[src/rtl/unlock_pkg.sv]
package unlock_pkg;
  localparam int ADDR_W     = 15;
  localparam int PREFIX_LEN = 5;
  localparam int STEP_W     = $clog2(PREFIX_LEN + 1);

  localparam logic [ADDR_W-1:0] STORE_ADDR  = 15'h0FC0;
  localparam logic [ADDR_W-1:0] RECALL_ADDR = 15'h0C63;

  typedef enum logic [1:0] {
    CMD_NONE   = 2'd0,
    CMD_STORE  = 2'd1,
    CMD_RECALL = 2'd2
  } cmd_e;

  function automatic logic [ADDR_W-1:0] prefix_addr(input int idx);
    case (idx)
      0:       return 15'h0E38;
      1:       return 15'h31C7;
      2:       return 15'h03E0;
      3:       return 15'h3C1F;
      default: return 15'h303F;
    endcase
  endfunction
endpackage

[src/rtl/unlock_match.sv]
module unlock_match
  import unlock_pkg::*;
(
  input  logic [STEP_W-1:0] step_i,
  input  logic [ADDR_W-1:0] addr_i,
  output logic              hit_next_o,
  output logic              hit_first_o,
  output cmd_e              cmd_o
);
  logic [PREFIX_LEN-1:0] eq;

  for (genvar k = 0; k < PREFIX_LEN; k++) begin : g_cmp
    assign eq[k] = (addr_i == prefix_addr(k));
  end

  always_comb begin
    hit_next_o = 1'b0;
    for (int k = 0; k < PREFIX_LEN; k++)
      if (step_i == STEP_W'(k)) hit_next_o = eq[k];
  end

  assign hit_first_o = eq[0];

  always_comb begin
    cmd_o = CMD_NONE;
    if (step_i == STEP_W'(PREFIX_LEN)) begin
      if (addr_i == STORE_ADDR)       cmd_o = CMD_STORE;
      else if (addr_i == RECALL_ADDR) cmd_o = CMD_RECALL;
    end
  end
endmodule

[src/rtl/unlock_track.sv]
module unlock_track
  import unlock_pkg::*;
(
  input  logic              clk_i,
  input  logic              rst_ni,
  input  logic              acc_i,
  input  logic              we_i,
  input  logic              halt_i,
  input  logic              hit_next_i,
  input  logic              hit_first_i,
  input  cmd_e              cmd_i,
  output logic              fire_o,
  output logic [STEP_W-1:0] step_o,
  output logic              store_o,
  output logic              recall_o
);
  localparam logic [STEP_W-1:0] LAST = STEP_W'(PREFIX_LEN);

  logic [STEP_W-1:0] step_q;
  logic              store_q, recall_q;
  logic              rd;

  assign rd     = acc_i && !we_i && !halt_i;
  assign fire_o = rd && (cmd_i != CMD_NONE);

  always_ff @(posedge clk_i or negedge rst_ni) begin
    if (!rst_ni) begin
      step_q   <= '0;
      store_q  <= 1'b0;
      recall_q <= 1'b0;
    end else begin
      store_q  <= 1'b0;
      recall_q <= 1'b0;
      if (halt_i || (acc_i && we_i)) begin
        step_q <= '0;
      end else if (rd) begin
        if (cmd_i != CMD_NONE) begin
          store_q  <= (cmd_i == CMD_STORE);
          recall_q <= (cmd_i == CMD_RECALL);
          step_q   <= '0;
        end else if (hit_next_i && step_q != LAST) begin
          step_q <= step_q + 1'b1;
        end else begin
          // mismatch: a read at the first address restarts the run
          step_q <= hit_first_i ? STEP_W'(1) : '0;
        end
      end
    end
  end

  assign step_o   = step_q;
  assign store_o  = store_q;
  assign recall_o = recall_q;


  store_pulse_chk: assert property (@(posedge clk_i) disable iff (!rst_ni)
    store_q |=> !store_q);

  recall_pulse_chk: assert property (@(posedge clk_i) disable iff (!rst_ni)
    recall_q |=> !recall_q);

  req_after_full_prefix_chk: assert property (@(posedge clk_i) disable iff (!rst_ni)
    $rose(store_q) || $rose(recall_q) |-> $past(step_q) == LAST);

  write_abort_chk: assert property (@(posedge clk_i) disable iff (!rst_ni)
    acc_i && we_i |=> step_q == '0 && !store_q && !recall_q);

  busy_idle_chk: assert property (@(posedge clk_i) disable iff (!rst_ni)
    halt_i |=> step_q == '0 && !store_q && !recall_q);
endmodule

[src/rtl/unlock_hold.sv]
module unlock_hold (
  input  logic clk_i,
  input  logic rst_ni,
  input  logic fire_i,
  input  logic busy_i,
  output logic blk_o
);
  logic blk_q, seen_q;

  always_ff @(posedge clk_i or negedge rst_ni) begin
    if (!rst_ni) begin
      blk_q  <= 1'b0;
      seen_q <= 1'b0;
    end else if (fire_i) begin
      blk_q  <= 1'b1;
      seen_q <= 1'b0;
    end else if (blk_q) begin
      if (busy_i)      seen_q <= 1'b1;
      else if (seen_q) begin
        blk_q  <= 1'b0;
        seen_q <= 1'b0;
      end
    end
  end

  assign blk_o = blk_q;


  hold_until_done_chk: assert property (@(posedge clk_i) disable iff (!rst_ni)
    $fell(blk_q) |-> $past(seen_q) && !$past(busy_i));
endmodule

[src/rtl/unlock_seq_detect.sv]
module unlock_seq_detect
  import unlock_pkg::*;
(
  input  logic              clk_i,
  input  logic              rst_ni,
  input  logic              ce_acc_i,
  input  logic              oe_acc_i,
  input  logic              we_i,
  input  logic [ADDR_W-1:0] addr_i,
  input  logic              busy_i,
  output logic [STEP_W-1:0] step_o,
  output logic              store_req_o,
  output logic              recall_req_o,
  output logic              io_block_o
);
  logic acc, halt, hit_next, hit_first, fire, blk;
  cmd_e cmd;

  assign acc  = ce_acc_i | oe_acc_i;
  assign halt = busy_i | blk;

  unlock_match i_match (
    .step_i      (step_o),
    .addr_i      (addr_i),
    .hit_next_o  (hit_next),
    .hit_first_o (hit_first),
    .cmd_o       (cmd)
  );

  unlock_track i_track (
    .clk_i       (clk_i),
    .rst_ni      (rst_ni),
    .acc_i       (acc),
    .we_i        (we_i),
    .halt_i      (halt),
    .hit_next_i  (hit_next),
    .hit_first_i (hit_first),
    .cmd_i       (cmd),
    .fire_o      (fire),
    .step_o      (step_o),
    .store_o     (store_req_o),
    .recall_o    (recall_req_o)
  );

  unlock_hold i_hold (
    .clk_i  (clk_i),
    .rst_ni (rst_ni),
    .fire_i (fire),
    .busy_i (busy_i),
    .blk_o  (blk)
  );

  assign io_block_o = blk;


  req_exclusive_chk: assert property (@(posedge clk_i) disable iff (!rst_ni)
    $onehot0({store_req_o, recall_req_o}));

  req_blocks_io_chk: assert property (@(posedge clk_i) disable iff (!rst_ni)
    store_req_o || recall_req_o |-> io_block_o);

  blocked_idle_chk: assert property (@(posedge clk_i) disable iff (!rst_ni)
    io_block_o |-> step_o == '0);
endmodule

[config.mk]
export PLATFORM = sky130hd
export DESIGN_NAME = unlock_seq_detect
export DESIGN_NICKNAME = d
export VERILOG_FILES = /design/src/rtl/unlock_pkg.sv /design/src/rtl/unlock_match.sv /design/src/rtl/unlock_track.sv /design/src/rtl/unlock_hold.sv /design/src/rtl/unlock_seq_detect.sv
export SDC_FILE = /design/constraint.sdc
export NUM_CORES = 1
export LEC_CHECK = 0
export BUFFER_PORTS_ARGS = -buffer_cell sky130_fd_sc_hd__buf_4
export CAP_MARGIN = 5
export CORE_UTILIZATION = 46
export CTS_CLUSTER_DIAMETER = 200
export DETAILED_ROUTE_END_ITERATION = 8
export PLACE_DENSITY = 0.84
export SETUP_SLACK_MARGIN = 0.2
export SKIP_CTS_REPAIR_TIMING = 1
export SYNTH_ARGS = -nofsm -noshare
export SYNTH_HDL_FRONTEND = slang
export SYNTH_SLANG_ARGS = --single-unit
export TNS_END_PERCENT = 20
[constraint.sdc]
create_clock -name clk_i -period 2.51 [get_ports clk_i]
set_input_delay 0.3765 -clock clk_i [delete_from_list [all_inputs] [get_ports clk_i]]
set_output_delay 0.3765 -clock clk_i [all_outputs]
set_load 0.05 [all_outputs]
==> run metrics, run 1 <==
status finished clean; CTS tree done; Clock Skews about 0.0043 ns; clk slew on worst S/H paths roughly 0.06 ns; worst slew pin tran just over 0.5 ns; LEAKAGE roughly 0.42 nW; Crit Path Category flip-flop to flip-flop; TritonRoute pass-1 iters 4; count of yosys warnings during synthesis 0; worst path arrival time roughly 2.3 ns; via/cell ratio between 5 and 6; slowest stage cell, crit path dfrtp_1; first-pass GRT wire length 2.497 mm; DRC viols 0; Critical Path Max Stage Delay ~0.44 ns; Hold WC Path Type input port to flip-flop; Core Region 0.001334 mm^2; post-placement cell count 120; Final Cycle Share 86.08%; CTS max path bufs 2; Detailed Place HPWL around 1.4 mm; drt wl/cell between 10 and 15 um; f_max 462.8 MHz; sequential-to-total area share from yosys stat 26.07%; nets about 140; critical path fanouts, max 6; max-cap violations 0; clock share of power between 30% and 40%; most common cell in the netlist nand2_1; layout cells sized above 1 37.27%; Global Route Usage Sum a little under a quarter; Clock Sink Count 7; # diodes 0; Setup violations, final 0; Die ar. approximately 0.0016 mm^2; vias in the first global route 633; post-synth top area share a little over a quarter; PortBufs 26; synth top area cells dfrtp_1 26%, ha_1 9.3%, nand2_1 5.6%; CP Cell Sequence ha_1 -> ha_1 -> nor2_2 -> nor4b_2 -> and4_1 -> a211oi_1 -> or3b_4 -> o221ai_2; routed wire length about 1.7 mm; initial antenna violation count 0; first-iteration detailed-routing DRC count 23; pwr dens a little under 300 mW/mm^2; Synth area leader dfrtp_1; Mapped Avg Cell Area approximately 8.5 um^2; RSZ-0062 raised after global routing no; fin cells between 100 and 150; Seq pwr share 41.2%; Synth Register Bits 7; Slew Limit Fails 0; slew margin rel. between 60% and 70%; combinational fraction of design power roughly a fifth; CP most frequent cell ha_1; largest net degree at the start of global routing 8; commonest cells in the netlist 10 x nand2_1, 9 x nor2_1, 7 x dfrtp_1, 7 x inv_1, 5 x ha_1; crit path capture type flip-flop; Net Sw Frac approximately 26%; Int Pwr 0.2040 mW; Layout Area Growth over Synthesis 38.55%; H-tree Lvls 1; switching power between 0.07 and 0.08 mW; GRT Residual Overflow 0; post-route ant nets 0; Async SR Flop Fraction 100.0%; Mapped Nets around 110; Mapped Area 671.9 um^2; GPL Wtd Cong 0.9278; EDFF count, synth 0; Tot Pwr roughly 0.27 mW; initial core utilization about half; maximum VDD drop ~0.00027 V; vias approximately 700; die height slightly above 40 um; main flop type after synthesis dfrtp_1; Root Driver clkbuf_4; post-route setup TNS 0 ns; die width between 40 and 50 um; FP Rows 13; critical path launch point type flip-flop; I/O pin count 27; TritonCTS buffer count 3; Worst Path Required 2.69 ns; Fin. Hold Viols 0; Clk Latency, worst-skew pair roughly 0.26 ns; final period demand of the worst path about 2.2 ns; Netlist cell types 34; hold slack 0.3490 ns; Post-Synthesis Cells 79
-- layout by cell type (no fill, tap or decap), drive strengths merged, types with 2 or more instances in the layout --
cell and n:
buf 26, nor4 2, o221ai 2, ha 5, and4bb 2, or3 2, nor2b 2, nor3 2
and3b 2, nand4 5, inv 7, clkbuf 4, dfrtp 7, nand2 10, o21ai 5, nor2 9
nor3b 3, a21oi 2
-- sequential cells by signal, summed over array words and instances (netlist names) --
register	count
i_hold.blk_o	1
i_hold.seen_q	1
i_track.recall_o	1
i_track.step_o	3
i_track.store_o	1
-- cell type report --
cell class,count,area (um^2)
Multi-Input combinational cell,65,479.2
Tap cell,15,18.77
Fill cell,116,402.9
Clock buffer,4,26.28
Sequential cell,7,175.2
Inverter,7,26.28
Timing Repair Buffer,27,205.2
-- worst max-delay path: cells and delay by family, from the launching register on --
kind	cells	cell delay, ns
AO/OA/AOI/OAI	2	0.21
AND/OR/NAND/NOR	4	1.00
adder cells (fa/ha/maj)	2	0.43
flip-flops	1	0.44
-- kinds of logic (layout without fill, tap and decap cells) --
| family | after synthesis | count (layout) | synth area share (%) |
|---|---|---|---|
| buffers and inverters | 7 | 38 | 3.911 |
| AO/OA/AOI/OAI | 13 | 13 | 13.22 |
| flip-flops | 7 | 7 | 26.07 |
| AND/OR/NAND/NOR | 47 | 47 | 47.49 |
| adder cells (fa/ha/maj) | 5 | 5 | 9.311 |
-- through the flow --
step	utilization (%)	worst slack (ns)	instance area, um^2
finish	69.79	0.3494	930.9
global route	69.79	0.1970	930.9
CTS	68.39	0.2695	912.1
detailed placement	66.42	0.3035	885.9
global placement	66.42	0.4250	885.9
floorplan	-	0.2148	671.9
-- final timing paths --
path	from	end	depth (start not counted)	slack, ns
max	i_track.step_o[0]$_DFFE_PN0P_	i_track.step_o[0]$_DFFE_PN0P_	8	0.35
min	busy_i	i_hold.seen_q$_DFFE_PN0P_	3	0.35
min reg2reg	i_hold.seen_q$_DFFE_PN0P_	i_hold.seen_q$_DFFE_PN0P_	2	0.55
max reg2reg	i_track.step_o[0]$_DFFE_PN0P_	i_track.step_o[0]$_DFFE_PN0P_	8	0.35
min in group asynchronous	rst_ni	i_track.recall_o$_DFF_PN0_	2	0.46
max in group asynchronous	rst_ni	i_track.step_o[0]$_DFFE_PN0P_	2	1.92
-- layer usage --
metal  GRT usage, %  part of all wire, %
met5              0                    0
met4          5.000                 0.59
met3          7.222                  5.7
met2          41.13                   52
met1          27.52                   42
-- power groups by stage --
stage          Clock (mW)  Sequential, mW  Combinational (mW)
5_1_grt             0.113           0.113              0.0558
2_1_floorplan           0           0.115              0.0147
3_5_place_dp            0           0.115              0.0502
3_3_place_gp            0           0.115              0.0489
4_1_cts             0.109           0.113              0.0505
6_report            0.109           0.113              0.0520
Note: power is estimated with default switching activity, not from simulation.
==> run 2: changes to the inputs <==
ABC_AREA = 0   (was unset)
CELL_PAD_IN_SITES_DETAIL_PLACEMENT = 0   (was unset)
CELL_PAD_IN_SITES_GLOBAL_PLACEMENT = 1   (was unset)
CORE_UTILIZATION = 33   (was 46)
PLACE_DENSITY = 0.85   (was 0.84)
==> run 2 against run 1 <==
  * Sequential power is essentially flat
  * Clock-buffer cell count is the same
  * Cell area grew 1.1%
  * Worst hold slack gained 0.0010 ns
  * Die area grew 37%
  * Setup slack lost 0.066 ns
  * Highest routed layer unchanged
  * Final cell count grew 8.0%
  * Critical path depth is the same
  * Clock power shrank 5%
  * Global-route usage shrank 6.4 points
  * Combinational power is essentially flat
  * Non-clock buffer count is the same
==> run metrics, run 2 (synthesis gave the netlist of run 1 again) <==
status finished clean; first-pass GRT wire length 2.725 mm; initial antenna violation count 0; nets roughly 140; Global Route Usage Sum between 10% and 20%; PortBufs 26; Hold WC Path Type input port to flip-flop; Area after DPL approximately 900 um^2; Reg2Reg Launch Point i_track.step_o[0]$_DFFE_PN0P_; slowest stage cell, crit path dfrtp_1; hold slack between 0.3 and 0.4 ns; LEAKAGE 0.4165 nW; slew margin rel. 63.67%; TritonCTS buffer count 3; commonest non-fill, non-tap cell in the layout buf_4; FP Rows 15; final core utilization about half; Seq pwr share 41.9%; critical path fanouts, max 6; TritonRoute pass-1 iters 6; vias about 720; final period demand of the worst path between 2 and 2.5 ns; combinational fraction of design power about a fifth; clock share of power just under 40%; critical path launch point type flip-flop; Worst Path Required about 2.7 ns; RSZ-0062 raised after global routing no; CTS max path bufs 2; Final Cycle Share 88.70%; clk slew on worst S/H paths roughly 0.060 ns; vias in the first global route approximately 680; Clock Sink Count 7; Root Driver clkbuf_4; Clk Latency, worst-skew pair 0.26 ns; H-tree Lvls 1; Setup violations, final 0; Fin. Hold Viols 0; most frequent cells in the layout 26 x buf_4, 10 x nand2_1, 9 x nor2_1; max-cap violations 0; switching power about 0.066 mW; # diodes 0; max reg flops 3; number of buffers and inverters on the critical path 0; Slew Limit Fails 0; initial core utilization approximately 37%; worst slew pin tran roughly 0.54 ns; CTS tree done; Int Pwr 0.2038 mW; Detailed Place HPWL 1.386 mm; Layout Area Growth over Synthesis 40.04%; Hold Crit Start busy_i; Crit Path Category flip-flop to flip-flop; Net Sw Frac around a quarter; routed wire length 1.719 mm; Die ar. 0.002220 mm^2; GRT Residual Overflow 0; via/cell ratio 5.319; CP top delay family simple AND/OR/NAND/NOR gates; post-route ant nets 0; CP most frequent cell ha_1; first-iteration detailed-routing DRC count 9; maximum VDD drop about 0.00019 V; GPL Wtd Cong 0.8890; pwr dens roughly 290 mW/mm^2; DRC viols 0; crit path capture type flip-flop; Finished Cell Area around 940 um^2; f_max 449.2 MHz; worst path arrival time 2.40 ns; drt wl/cell 12.73 um; CP Cell Sequence ha_1 -> ha_1 -> nor2_1 -> nor4b_2 -> and4_1 -> a211oi_1 -> or3b_4 -> o221ai_2; die height between 40 and 50 um; crit path launch i_track.step_o[0]$_DFFE_PN0P_; layout cells sized above 1 36.36%; I/O pin count 27; Critical Path Max Stage Delay 0.45 ns; Tot Pwr between 0.2 and 0.3 mW; largest net degree at the start of global routing 8; post-route setup TNS 0 ns; Clock Skews 0.005919 ns; die width roughly 47 um; Core Region roughly 0.0018 mm^2
-- run 2: power by group through the flow --
stage	registers [mW]	logic [mW]	clock network [mW]
6_report	0.113	0.0521	0.104
3_3_place_gp	0.115	0.0497	0
3_5_place_dp	0.115	0.0504	0
2_1_floorplan	0.115	0.0147	0
5_1_grt	0.113	0.0574	0.115
4_1_cts	0.113	0.0506	0.105
-- run 2: layout make-up --
cell class	count	area [um^2]
timing repair buffer	27	205.2
clock buffer	4	26.28
multi-input combinational	65	476.7
fill	181	879.6
inverter	7	26.28
tap	25	31.28
sequential	7	175.2
-- run 2: through the flow --
step	setup WS, ns	cells
after detailed placement	0.2756	130
after global placement	0.4128	130
final	0.2836	135
after CTS	0.2586	134
after floorplan	0.2148	79
after global routing	0.2364	135
-- run 2: worst paths after layout --
path,endpoint,slack (ns),cells after the start
worst max-delay path,i_track.step_o[0]$_DFFE_PN0P_,0.28,8
worst min-delay path,i_hold.seen_q$_DFFE_PN0P_,0.35,3
worst max register to register,i_track.step_o[0]$_DFFE_PN0P_,0.28,8
worst min register to register,i_hold.seen_q$_DFFE_PN0P_,0.54,2
max in group asynchronous,i_track.step_o[0]$_DFFE_PN0P_,1.92,2
min in group asynchronous,i_hold.seen_q$_DFFE_PN0P_,0.46,2
-- run 2: layer usage --
layer,vias up,share of wire (%),global-route usage (%)
li1,359,-,-
met1,319,44,21.71
met2,34,48,26.67
met3,6,6.3,5.385
met4,0,1.8,6.286
met5,-,0,0
-- run 2: tightest hold or removal path: cells and delay by family --
| kind | cells | cell delay, ns |
|---|---|---|
| AND/OR/NAND/NOR | 1 | 0.04 |
| buffers and inverters | 1 | 0.09 |
| AO/OA/AOI/OAI | 1 | 0.06 |
==> run 3: changes to the inputs <==
PLACE_DENSITY = unset   (was 0.85)
PLACE_DENSITY_LB_ADDON = 0.3   (was unset)
==> run 3 against run 2 <==
  * Clock-buffer cell count is the same
  * Sequential power is essentially flat
  * Maximum frequency grew 5.6%
  * Critical endpoint unchanged
  * Largest power group unchanged
  * Power shrank 1.3%
  * Cell area grew 0.40%
  * Wire length shrank 8.2%
  * Register-to-register slack gained 0.12 ns
==> run metrics, run 3 (synthesis gave the netlist of run 1 again) <==
met1 WL 777 um; TritonCTS buffer count 3; LEAKAGE 0.4158 nW; DRC viols 0; layout cells sized above 1 38.18%; CTS max path bufs 2; f_max around 470 MHz; FP Rows 15; worst path arrival time 2.27 ns; Worst Path Required roughly 2.7 ns; PortBufs 26; I/O pin count 27; Global Route Usage Sum 15.74%; setup ws final around 0.4 ns; routed wl met3 between 90 and 100 um; commonest non-fill, non-tap cell in the layout buf_4; RSZ-0062 raised after global routing no; worst slew pin tran 0.4985 ns; drt wl/cell approximately 12 um; Core Region about 0.0018 mm^2; Detailed Place HPWL between 1 and 1.5 mm; dpl ws 0.3102 ns; Slew Limit Fails 0; critical path launch point type flip-flop; vias in the first global route 580; die width around 47 um; first-iteration detailed-routing DRC count 13; initial core utilization a little under two fifths; via/cell ratio about 5.1; pwr dens between 200 and 300 mW/mm^2; H-tree Lvls 1; multi-input logic area ~480 um^2; crit path capture type flip-flop; met2 WL a little over 700 um; nets 137; Setup violations, final 0; GRT Residual Overflow 0; # diodes 0; most frequent cells in the layout 26 x buf_4, 10 x nand2_1, 8 x nor2_1; hold slack around 0.36 ns; GPL Wtd Cong 0.8837; Clock Skews 0.003302 ns; Fin. Hold Viols 0; post-route ant nets 0; Root Driver clkbuf_4; final core utilization 51.89%; Die ar. around 0.0022 mm^2; largest net degree at the start of global routing 8; R2R Setup Slk 0.40 ns; Hold WC Path Type input port to flip-flop; Crit Path Category flip-flop to flip-flop; vias 695; final period demand of the worst path 2.109 ns; Clock Sink Count 7; Final Cycle Share about 84%; first-pass GRT wire length 2.463 mm; Filler cells about 190; CTS tree done; Layout Area Growth over Synthesis 40.60%; Sequential Area roughly 180 um^2; clk slew on worst S/H paths 0.05 ns; TritonRoute pass-1 iters 4; Clk Latency, worst-skew pair approximately 0.25 ns; post-route setup TNS 0 ns; initial antenna violation count 0; highest routed layer met3; routed wire length ~1.6 mm; critical path fanouts, max 6; slew margin rel. between 60% and 70%; maximum VDD drop 0.0002862 V; status finished clean; max-cap violations 0; max reg flops 3; die height 47.12 um; Tot Pwr around 0.27 mW
[run 3: final cells by class]
| cell class | count | share of cell area, % |
|---|---|---|
| repair buffers | 27 | 21.72 |
| multi-input cells | 65 | 50.73 |
| inverters | 7 | 2.781 |
| well taps | 25 | 3.311 |
| flip-flops and latches | 7 | 18.68 |
| clock buffers | 4 | 2.781 |
[run 3: power by group]
group | switching [mW] | internal [mW]
Combinational | 0.0217 | 0.0300
Sequential | 0.000000331 | 0.113
Clock | 0.0404 | 0.0606
[run 3: path summary, 6_finish.rpt]
path	startpoint	endpoint	cells past startpoint
max in group asynchronous	rst_ni	i_track.step_o[0]$_DFFE_PN0P_	2
worst min-delay path	busy_i	i_hold.seen_q$_DFFE_PN0P_	3
worst max register to register	i_track.step_o[0]$_DFFE_PN0P_	i_track.step_o[0]$_DFFE_PN0P_	8
min in group asynchronous	rst_ni	i_hold.blk_o$_DFF_PN0_	2
worst min register to register	i_hold.seen_q$_DFFE_PN0P_	i_hold.seen_q$_DFFE_PN0P_	2
worst max-delay path	i_track.step_o[0]$_DFFE_PN0P_	i_track.step_o[0]$_DFFE_PN0P_	8
[run 3: critical path: stages, from the launching register on]
cell and delay [ns]:
dfrtp_2 0.44, ha_1 0.21, ha_1 0.20, nor2_2 0.11, nor4b_2 0.21, and4_1 0.22, a211oi_1 0.06, or3b_4 0.42
o221ai_2 0.16
[run 3: layer usage]
layer / global-route usage [%] / vias to the layer above
li1: - / 357
met1: 21.68 / 317
met2: 25.00 / 21
met3: 5.000 / 0
met4: 1.714 / 0
met5: 0 / -
[run 3: per-stage QoR]
step / instances / cell area [um^2]
6_report: 135 / 944.7
5_1_grt: 135 / 944.7
4_1_cts: 134 / 924.6
3_5_place_dp: 130 / 898.4
3_3_place_gp: 130 / 898.4
2_1_floorplan: 79 / 671.9
